### src/rtl/slot_phase_gen.sv
module slot_phase_gen #(
  parameter int SLOTS = 8
) (
  input  logic             clk,
  input  logic             rst,
  input  logic             cyc_start,
  input  logic             cyc_write,
  output logic             bus_clk,
  output logic [SLOTS-1:0] phase_en,
  output logic             wr_win,
  output logic             rd_win
);
  localparam int SW   = (SLOTS > 2) ? $clog2(SLOTS) : 1;
  localparam int HIGH = SLOTS / 2;
  localparam logic [SW-1:0] LAST = SW'(SLOTS - 1);

  logic [SW-1:0] slot, slot_nx;
  logic          wr_act, rd_act;
  logic          at_first, at_last;

  assign at_first = (slot == '0);
  assign at_last  = (slot == LAST);
  assign slot_nx  = at_last ? '0 : slot + 1'b1;

  always_ff @(posedge clk) begin
    if (rst) begin
      slot    <= '0;
      bus_clk <= 1'b1;
      wr_act  <= 1'b0;
      rd_act  <= 1'b0;
    end else begin
      slot    <= slot_nx;
      bus_clk <= (32'(slot_nx) < HIGH);
      if (at_first) begin
        wr_act <= cyc_start &  cyc_write;
        rd_act <= cyc_start & ~cyc_write;
      end else if (at_last) begin
        wr_act <= 1'b0;
        rd_act <= 1'b0;
      end
    end
  end

  assign phase_en = {{(SLOTS-1){1'b0}}, 1'b1} << slot;
  assign wr_win   = wr_act & ~at_first;
  assign rd_win   = at_first ? (cyc_start & ~cyc_write) : (rd_act & ~at_last);

  p_onehot_r1: assert property (@(posedge clk) disable iff (rst)
    $countones(phase_en) == 1);

  p_advance_r2: assert property (@(posedge clk) disable iff (rst)
    !phase_en[SLOTS-1] |=> phase_en == ($past(phase_en) << 1));

  p_wrap_r2: assert property (@(posedge clk) disable iff (rst)
    phase_en[SLOTS-1] |=> phase_en[0]);

  p_busclk_r3: assert property (@(posedge clk) disable iff (rst)
    bus_clk == (phase_en[HIGH-1:0] != '0));

  p_reset_r4: assert property (@(posedge clk)
    rst |=> (phase_en[0] && bus_clk && !wr_win));

  p_wr_slot0_r5: assert property (@(posedge clk) disable iff (rst)
    wr_win |-> !phase_en[0]);

  p_rd_last_r6: assert property (@(posedge clk) disable iff (rst)
    rd_win |-> !phase_en[SLOTS-1]);

  p_exclusive_r8: assert property (@(posedge clk) disable iff (rst)
    !(wr_win && rd_win));
endmodule

### config.mk
export PLATFORM = sky130hd
export DESIGN_NAME = slot_phase_gen
export DESIGN_NICKNAME = d
export VERILOG_FILES = /design/src/rtl/slot_phase_gen.sv
export SDC_FILE = /design/constraint.sdc
export NUM_CORES = 1
export LEC_CHECK = 0
export ABC_AREA = 1
export CAP_MARGIN = 10
export CELL_PAD_IN_SITES_DETAIL_PLACEMENT = 1
export CELL_PAD_IN_SITES_GLOBAL_PLACEMENT = 2
export CORE_UTILIZATION = 25
export DETAILED_ROUTE_END_ITERATION = 10
export DONT_BUFFER_PORTS = 1
export HOLD_SLACK_MARGIN = 0.08
export PLACE_DENSITY_LB_ADDON = 0.25
export SLEW_MARGIN = 5
export SYNTH_ARGS = -nofsm -noshare
export SYNTH_HDL_FRONTEND = slang
export SYNTH_SLANG_ARGS = --single-unit
### constraint.sdc
create_clock -name clk -period 1.2 [get_ports clk]
set_input_delay 0.24 -clock clk [delete_from_list [all_inputs] [get_ports clk]]
set_output_delay 0.24 -clock clk [all_outputs]
set_load 0.005 [all_outputs]
==> results of run 1 <==
-- report_power, final --
part	leakage, nW	total (W)	switching [W]	internal (W)
logic	0.230	0.000241	0.000110	0.000131
clock network	0.0138	0.000174	0.0000620	0.000112
registers	0.0510	0.000238	0.0000191	0.000219
-- area by class of cell --
cell class / count / share of cell area, %
multi-input cells: 27 / 43.8
flip-flops and latches: 6 / 20.3
repair buffers: 14 / 18.7
inverters: 16 / 10.7
clock buffers: 3 / 3.55
well taps: 15 / 2.96
-- layer usage --
| metal | up-vias | track usage (%) | wire, um |
|---|---|---|---|
| met5 | - | 0 | 0 |
| met4 | 0 | 10.3 | 8 |
| met3 | 2 | 1.70 | 43 |
| met2 | 10 | 22.1 | 435 |
| met1 | 149 | 14.7 | 360 |
| li1 | 173 | - | - |
-- stage by stage --
| step | hold WS, ns | total power [W] | std cells |
|---|---|---|---|
| 3_5_place_dp | 0.316 | 0.000368 | 71 |
| 3_3_place_gp | 0.315 | 0.000359 | 71 |
| 5_1_grt | 0.163 | 0.000699 | 81 |
| 6_report | 0.154 | 0.000654 | 81 |
| 4_1_cts | 0.159 | 0.000628 | 79 |
| 2_1_floorplan | 0.312 | 0.000315 | 49 |
-- kinds of logic (layout without fill, tap and decap cells) --
group / count (synthesis) / in the layout
simple gates: 20 / 20
buf+inv: 16 / 33
flops: 6 / 6
compound gates: 1 / 1
fa+ha+maj: 6 / 6
-- synthesized netlist by cell type --
library cell	number
nand3_1	1
nand2_1	5
nand3b_1	1
dfxtp_1	6
ha_1	6
nor2_1	8
inv_1	15
o21ai_1	1
nand2_2	4
inv_2	1
nor2_2	1
-- worst max-delay path, cell delays in order, from the launching register on --
cell	delay [ns]
dfxtp_4	0.36
ha_4	0.17
ha_4	0.16
inv_2	0.05
nand2_2	0.05
nand2_2	0.05
nand2_2	0.05
inv_2	0.05
-- repair_timing --
action,4_1_cts,5_1_grt
hold endpoints to repair,2,0
gates resized for setup,26,14
setup endpoints to repair,13,15
hold buffers,1,0
buffers inserted,4,2
pin swaps,7,6
-- registers in the layout, summed over array words and instances, names as in the netlist --
signal,count
slot,3
bus_clk,1
rd_act,1
wr_act,1
-- worst min-delay path by stage --
stage | start | endpoint | slack, ns
global placement | rst | rd_act$_SDFFE_PP0P_ | 0.31
detailed placement | rst | rd_act$_SDFFE_PP0P_ | 0.32
global route | rst | slot[0]$_SDFF_PP0_ | 0.16
floorplan | rst | rd_act$_SDFFE_PP0P_ | 0.31
CTS | rst | slot[1]$_SDFF_PP0_ | 0.16
finish | rst | slot[0]$_SDFF_PP0_ | 0.15
==> impl_metrics.toml, run 1 <==
[status]
outcome = "finished, violations left"
violations = "negative setup slack"

[yosys]
synthAdderAreaFrac_pct = 21.3
synth_compound_area_share_pct = 1.42
synthXorXnorAreaFrac_pct = 0
synth.area.top_cells = "dfxtp_1 34%, ha_1 21%, inv_1 16%, nor2_1 8.5%, nand2_2 7.1%"
syn_avg_cell_area_um2 = 7.20
synth_top_area_share_pct = 34.0
synth_simple_gate_area_share_pct = 26.2
synth_cell_types = 11
synth_top_area_cell = "dfxtp_1"
synth_area_um2 = 353
synth_top_family_by_area = "simple AND/OR/NAND/NOR gates"
ys_warn_count = 0
synth_seq_cells = 6
ys_seq_area_share_pct = 34.0
syn_inst = 49
synth_mux_area_share_pct = 0
synth_nets = 59

[clock_network]
cts_buffers = 3
cts_tree = "done"
clock_sinks = 6
clockRootBuffer = "clkbuf_4"
clk_pin_slew_ns = 0.04
h-tree-depth = 1
clock_path_buffers = 2
insertion_delay_ns = 0.23

[grt]
first_global_vias = 336
grt_pass1_wl_mm = 1.30
grt_max_degree = 7
grt_overflow = 0
grtUsageTotal_pct = 13.2
antenna_found_initial = 0

[sta]
rsz0062_at_grt = "yes"
layout_min_cycle_time_ns = 1.40
drv_slew = 0
finalClockSkew_ns = 0.000247
setup_viol = 11
post-route-period-util_pct = 117
clock.fmax_mhz = 714
worst_pin_slew_ns = 0.186
hold_viol = 0
slew_headroom_pct = 87.6
finalSetupTns_ns = -1.34
setup_slack_ns = -0.201

[route]
drtAntennaViolNets = 0
drc_errors = 0
via_count = 334
routed_wirelength_um = 847
routedWlPerCell_um = 10.5
drt-vias-per-instance = 4.12
firstDrtPassIters = 3
drt_iter0_markers = 3

[die]
io_pins = 15
die_y_um = 39.6
dieWidth_um = 39.6
core_um2 = 1300
dieArea_um2 = 1570
initial_core_util_pct = 27.1
placementRows = 13

[place]
pre_cts_ws_ns = -0.0475
place.port_buffers = 0
gp_congestion = 0.692
post-dp-hpwl_um = 632
placed_area_um2 = 430

[final_layout]
most-common-layout-cells = "10 x buf_4, 7 x inv_2, 7 x nand2_2, 6 x inv_1, 5 x ha_4"
layout_commonest_cell = "buf_4"
n_antenna_cell = 0
stdcell_area_um2 = 634
postLayoutCoreUtil_pct = 48.8
final-seq-area_um2 = 129
area_delta_synth_final_pct = 79.8
drive_above_1_share_pct = 72.7
fillCellCount = 156
multiInputGateArea_um2 = 278
num-nets-final = 78

[worst_setup_path]
cp_data_arrival_time_ns = 1.16
critPathCaptureType = "output pin"
crit_start = "slot[1]$_SDFF_PP0_"
worst_setup_path_start_kind = "flip-flop"
crit_path_end = "rd_win"
path_class = "reg -> out"
worstPathMaxFanout = 3
reg2reg_to = "rd_act$_SDFFE_PP0P_"
r2r_start = "slot[1]$_SDFF_PP0_"
reg2reg_depth = 10
crit_required_ns = 0.96
timing.reg2reg.setup_slack_ns = -0.17

[worst_hold_path]
worstHoldPathType = "in -> reg"
holdPathStages = 3

[power]
p_per_area_nw_per_um2 = 1030
vdd_drop_max_v = 0.000688
power.leakage_nw = 0.295

[job]
drv_cap = 0
No activity file was read; power rests on OpenSTA's default activity.
==> inputs of run 2 (changes only) <==
ABC_AREA = unset   (was 1)
CORE_AREA = 2 2 39 41   (was unset)
CORE_UTILIZATION = unset   (was 25)
DIE_AREA = 0 0 41 43   (was unset)
==> impl_metrics.toml, run 2 <==
[die]
placementRows = 14
die_y_um = 43
dieArea_um2 = 1760
initial_core_util_pct = 23.1
dieWidth_um = 41
io_pins = 15
core_um2 = 1380

[yosys]
syn_inst = 33
ys_seq_area_share_pct = 37.5
synth_ff_type = "dfxtp_1"
synth_area_um2 = 320
synth_edf_count = 0
synth_top_area_cell = "dfxtp_1"
syn_avg_cell_area_um2 = 9.71
ys_warn_count = 0
synth_top_area_share_pct = 37.5
synth_seq_cells = 6
synth_nets = 43
synth_cell_types = 15
synthTopCellsByCount = "6 x dfxtp_1, 6 x ha_1, 4 x inv_1"
synth.area.top_cells = "dfxtp_1 38%, ha_1 23%, and2_1 5.9%, or3b_1 5.5%, inv_1 4.7%"
ys_async_sr_fraction_pct = 0

[clock_network]
clock_path_buffers = 2
clock_sinks = 6
clk_pin_slew_ns = 0.05
cts_tree = "done"
clockRootBuffer = "clkbuf_4"
h-tree-depth = 1
insertion_delay_ns = 0.24
cts_buffers = 3

[grt]
first_global_vias = 296
grtUsageTotal_pct = 10.4
grt_max_degree = 6
grt_overflow = 0
grt_pass1_wl_mm = 1.19
antenna_found_initial = 0

[place]
numPlacedInstances = 56
post-dp-hpwl_um = 581
pre_cts_ws_ns = -0.188
gp_congestion = 0.645
place.port_buffers = 0

[worst_setup_path]
path_class = "reg -> out"
worst_setup_path_start_kind = "flip-flop"
crit_start = "slot[0]$_SDFF_PP0_"
r2r_start = "slot[0]$_SDFF_PP0_"
worstPathMaxFanout = 3
cp_data_arrival_time_ns = 1.37
critPathCaptureType = "output pin"
crit_required_ns = 0.96

[sta]
worst_pin_slew_ns = 0.208
post-route-period-util_pct = 134
clock.fmax_mhz = 620
finalClockSkew_ns = 0.00245
setup_viol = 13
rsz0062_at_grt = "yes"
layout_min_cycle_time_ns = 1.61
hold_viol = 0
drv_slew = 0
setup_slack_ns = -0.414
slew_headroom_pct = 86.1

[status]
outcome = "finished, violations left"
violations = "negative setup slack"

[final_layout]
area_delta_synth_final_pct = 66.4
n_antenna_cell = 0
most-common-layout-cells = "7 x buf_4, 3 x nor2b_4, 3 x ha_4, 3 x dfxtp_1, 3 x clkbuf_4"
postLayoutCoreUtil_pct = 38.5
multiInputGateArea_um2 = 264
layout.cells.non_filler = 62
num-nets-final = 58
drive_above_1_share_pct = 69.6
layout_commonest_cell = "buf_4"
largest_register = "slot"
fillCellCount = 157
final-seq-area_um2 = 126
largest_reg_flops = 3

[job]
drv_cap = 0

[power]
p_per_area_nw_per_um2 = 1060
vdd_drop_max_v = 0.000588
power.leakage_nw = 0.232

[route]
drtAntennaViolNets = 0
drt_iter0_markers = 1
drt-vias-per-instance = 4.31
routed_wirelength_um = 743
drc_errors = 0
firstDrtPassIters = 2
via_count = 267
routedWlPerCell_um = 12.0

[worst_hold_path]
min_from = "rst"
worstHoldPathType = "in -> reg"
==> run 2: changes by cell type after synthesis, sizes merged, moves of 2 or more <==
cell	previous run	this run
inv	16	4
nor2	9	0
nand2	9	1
and2	0	3
nor2b	0	3
a21oi	0	2
or3b	0	2
==> run 2: timing repair <==
item,4_1_cts,5_1_grt
gates resized for setup,15,2
hold buffers,1,0
endpoints found under the setup margin,14,14
pin swaps,2,3
endpoints found under the hold margin,4,0
buffers inserted,3,0
==> run 2: per-layer routing <==
metal  share of wire (%)  up-vias  global-route usage (%)  wire (um)
met2                  54       11                    17.2        400
met1                  35      121                    10.1        259
met4                 1.5        0                    6.00         11
met3                 9.7        2                    4.19         72
li1                    -      133                       -          -
met5                   0        -                       0          0
==> run 2: report_power, final <==
group          internal, W  total [W]  switching, W
Sequential        0.000216   0.000229     0.0000133
Combinational    0.0000904   0.000155     0.0000641
Clock             0.000113   0.000180     0.0000670
Total             0.000419   0.000564      0.000144
==> run 2: worst max-delay path: stages (launching register included) <==
cell and delay (ns):
dfxtp_2 0.34, inv_2 0.05, ha_4 0.15, nor2b_4 0.12
or3b_4 0.40, nand2_2 0.07
==> run 2: logic make-up (layout without fill, tap and decap cells) <==
group / after synthesis / after routing / share of synthesized area [%]
buffers and inverters: 4 / 17 / 4.69
DFF: 6 / 6 / 37.5
adders and majority gates: 6 / 6 / 23.4
and+or+nand+nor: 15 / 15 / 31.3
AOI/OAI and AO/OA: 2 / 2 / 3.13
==> run 2: final timing paths <==
| kind | endpoint | slack [ns] | cells past startpoint |
|---|---|---|---|
| worst max-delay path | rd_win | -0.41 | 5 |
| worst min-delay path | bus_clk$_SDFF_PP1_ | 0.12 | 1 |
| worst max register to register | wr_act$_SDFFE_PP0P_ | -0.30 | 7 |
| worst min register to register | slot[0]$_SDFF_PP0_ | 0.55 | 2 |
==> run 2: metrics by stage <==
step	total power, W	hold slack [ns]	area (um2)	TNS, ns
after detailed placement	0.000341	0.309	428	-0.694
after CTS	0.000570	0.116	527	-2.44
after floorplan	0.000297	0.304	355	-0.284
after global placement	0.000339	0.307	428	-0.687
after global routing	0.000606	0.112	533	-3.06
final	0.000564	0.123	533	-2.36
==> run 2: final cells by class <==
type | count | area share [%]
Sequential cell | 6 | 23.7
Tap cell | 16 | 3.76
Multi-Input combinational cell | 23 | 49.5
Inverter | 4 | 2.82
Timing Repair Buffer | 10 | 16.0
Clock buffer | 3 | 4.23
==> inputs of run 3 (changes only) <==
CAP_MARGIN = unset   (was 10)
GPL_TIMING_DRIVEN = 0   (was unset)
==> impl_metrics.toml, run 3 (synthesis gave the netlist of run 2 again) <==
[status]
outcome = "finished, violations left"
violations = "negative setup slack"

[place]
gp_congestion = 0.554
post-dp-hpwl_um = 494
pre_cts_ws_ns = -0.239
place.port_buffers = 0

[worst_setup_path]
timing.reg2reg.setup_slack_ns = -0.42
reg2reg_depth = 7
cp_data_arrival_time_ns = 1.44
critPathCaptureType = "output pin"
crit_path_end = "rd_win"
worstPathMaxFanout = 5
path_class = "reg -> out"
crit_required_ns = 0.96
crit_start = "slot[1]$_SDFF_PP0_"
worst_setup_path_start_kind = "flip-flop"
reg2reg_to = "rd_act$_SDFFE_PP0P_"
r2r_start = "slot[1]$_SDFF_PP0_"

[final_layout]
largest_reg_flops = 3
num-nets-final = 56
largest_register = "slot"
layout_commonest_cell = "ha_4"
most-common-layout-cells = "5 x ha_4, 4 x buf_4"
n_antenna_cell = 0
final-seq-area_um2 = 129
fillCellCount = 158
multiInputGateArea_um2 = 288
drive_above_1_share_pct = 75.0
area_delta_synth_final_pct = 72.7

[grt]
grt_pass1_wl_mm = 1.19
grtUsageTotal_pct = 10.7
grt_overflow = 0
grt_max_degree = 9
antenna_found_initial = 0
first_global_vias = 288

[route]
firstDrtPassIters = 2
routed_wirelength_um = 781
via_count = 270
drtAntennaViolNets = 0
drt-vias-per-instance = 4.50
drc_errors = 0
routedWlPerCell_um = 13.0
drt_iter0_markers = 3

[clock_network]
cts_tree = "done"
insertion_delay_ns = 0.25
clk_pin_slew_ns = 0.05
clock_sinks = 6
h-tree-depth = 1
clock_path_buffers = 2
cts_buffers = 3
clockRootBuffer = "clkbuf_4"

[sta]
rsz0062_at_grt = "yes"
layout_min_cycle_time_ns = 1.68
setup_slack_ns = -0.476
worst_pin_slew_ns = 0.233
setup_viol = 11
slew_headroom_pct = 84.5
finalClockSkew_ns = 0.00875
finalSetupTns_ns = -1.78
drv_slew = 0
post-route-period-util_pct = 140
hold_viol = 0
clock.fmax_mhz = 597

[power]
vdd_drop_max_v = 0.000350
power_w = 0.000564
power.leakage_nw = 0.223
p_per_area_nw_per_um2 = 1020

[die]
dieWidth_um = 41
dieArea_um2 = 1760
initial_core_util_pct = 23.1
io_pins = 15
placementRows = 14
core_um2 = 1380
die_y_um = 43

[job]
drv_cap = 0

[worst_hold_path]
worstHoldPathType = "in -> reg"
-- run 3: final cells by class --
cell class                      instances  share of cell area [%]
Tap cell                               16                    3.62
Timing Repair Buffer                    8                    13.3
Multi-Input combinational cell         23                    52.0
Sequential cell                         6                    23.3
Clock buffer                            3                    4.07
Inverter                                4                    3.62
-- run 3: worst min-delay path by stage --
stage | endpoint | depth (start not counted) | startpoint | slack (ns)
2_1_floorplan | slot[0]$_SDFF_PP0_ | 1 | rst | 0.30
3_3_place_gp | slot[0]$_SDFF_PP0_ | 1 | rst | 0.31
3_5_place_dp | slot[0]$_SDFF_PP0_ | 1 | rst | 0.31
4_1_cts | bus_clk$_SDFF_PP1_ | 1 | rst | 0.11
5_1_grt | bus_clk$_SDFF_PP1_ | 1 | rst | 0.12
6_report | bus_clk$_SDFF_PP1_ | 1 | rst | 0.13
-- run 3: critical path, stage by stage (launching register included) --
cell     delay [ns]
dfxtp_4        0.36
ha_4           0.17
ha_4           0.18
or3b_4         0.40
nand2_2        0.08
-- run 3: metrics by stage --
stage               utilization (%)  area (um2)  hold WS, ns  std cells
finish                         40.0         553        0.126         60
global route                   40.0         553        0.117         60
CTS                            37.8         523        0.113         59
detailed placement             27.1         375        0.307         49
global placement               27.1         375        0.306         49
floorplan                         -         355        0.304         33
-- run 3: metal layers --
| layer | GRT usage, % | wire [um] | vias to the layer above |
|---|---|---|---|
| met4 | 8.00 | 14 | 0 |
| met2 | 18.1 | 423 | 14 |
| li1 | - | - | 129 |
| met3 | 4.19 | 77 | 2 |
| met5 | 0 | 0 | - |
| met1 | 9.09 | 264 | 125 |
-- run 3: where the power goes --
group	leakage [nW]	switching, W	total, W	internal [W]
clock	0.0138	0.0000755	0.000189	0.000113
combinational	0.159	0.0000578	0.000136	0.0000779
sequential	0.0509	0.0000227	0.000239	0.000216
total	0.223	0.000156	0.000564	0.000407
-- run 3: repair_timing --
| action | in CTS | in global routing |
|---|---|---|
| hold endpoints to repair | 4 | 0 |
| gates cloned | 0 | 0 |
| pin swaps | 6 | 1 |
| endpoints found under the setup margin | 14 | 14 |
| resized for setup | 21 | 5 |
| setup buffers | 6 | 1 |
| hold buffers | 1 | 0 |
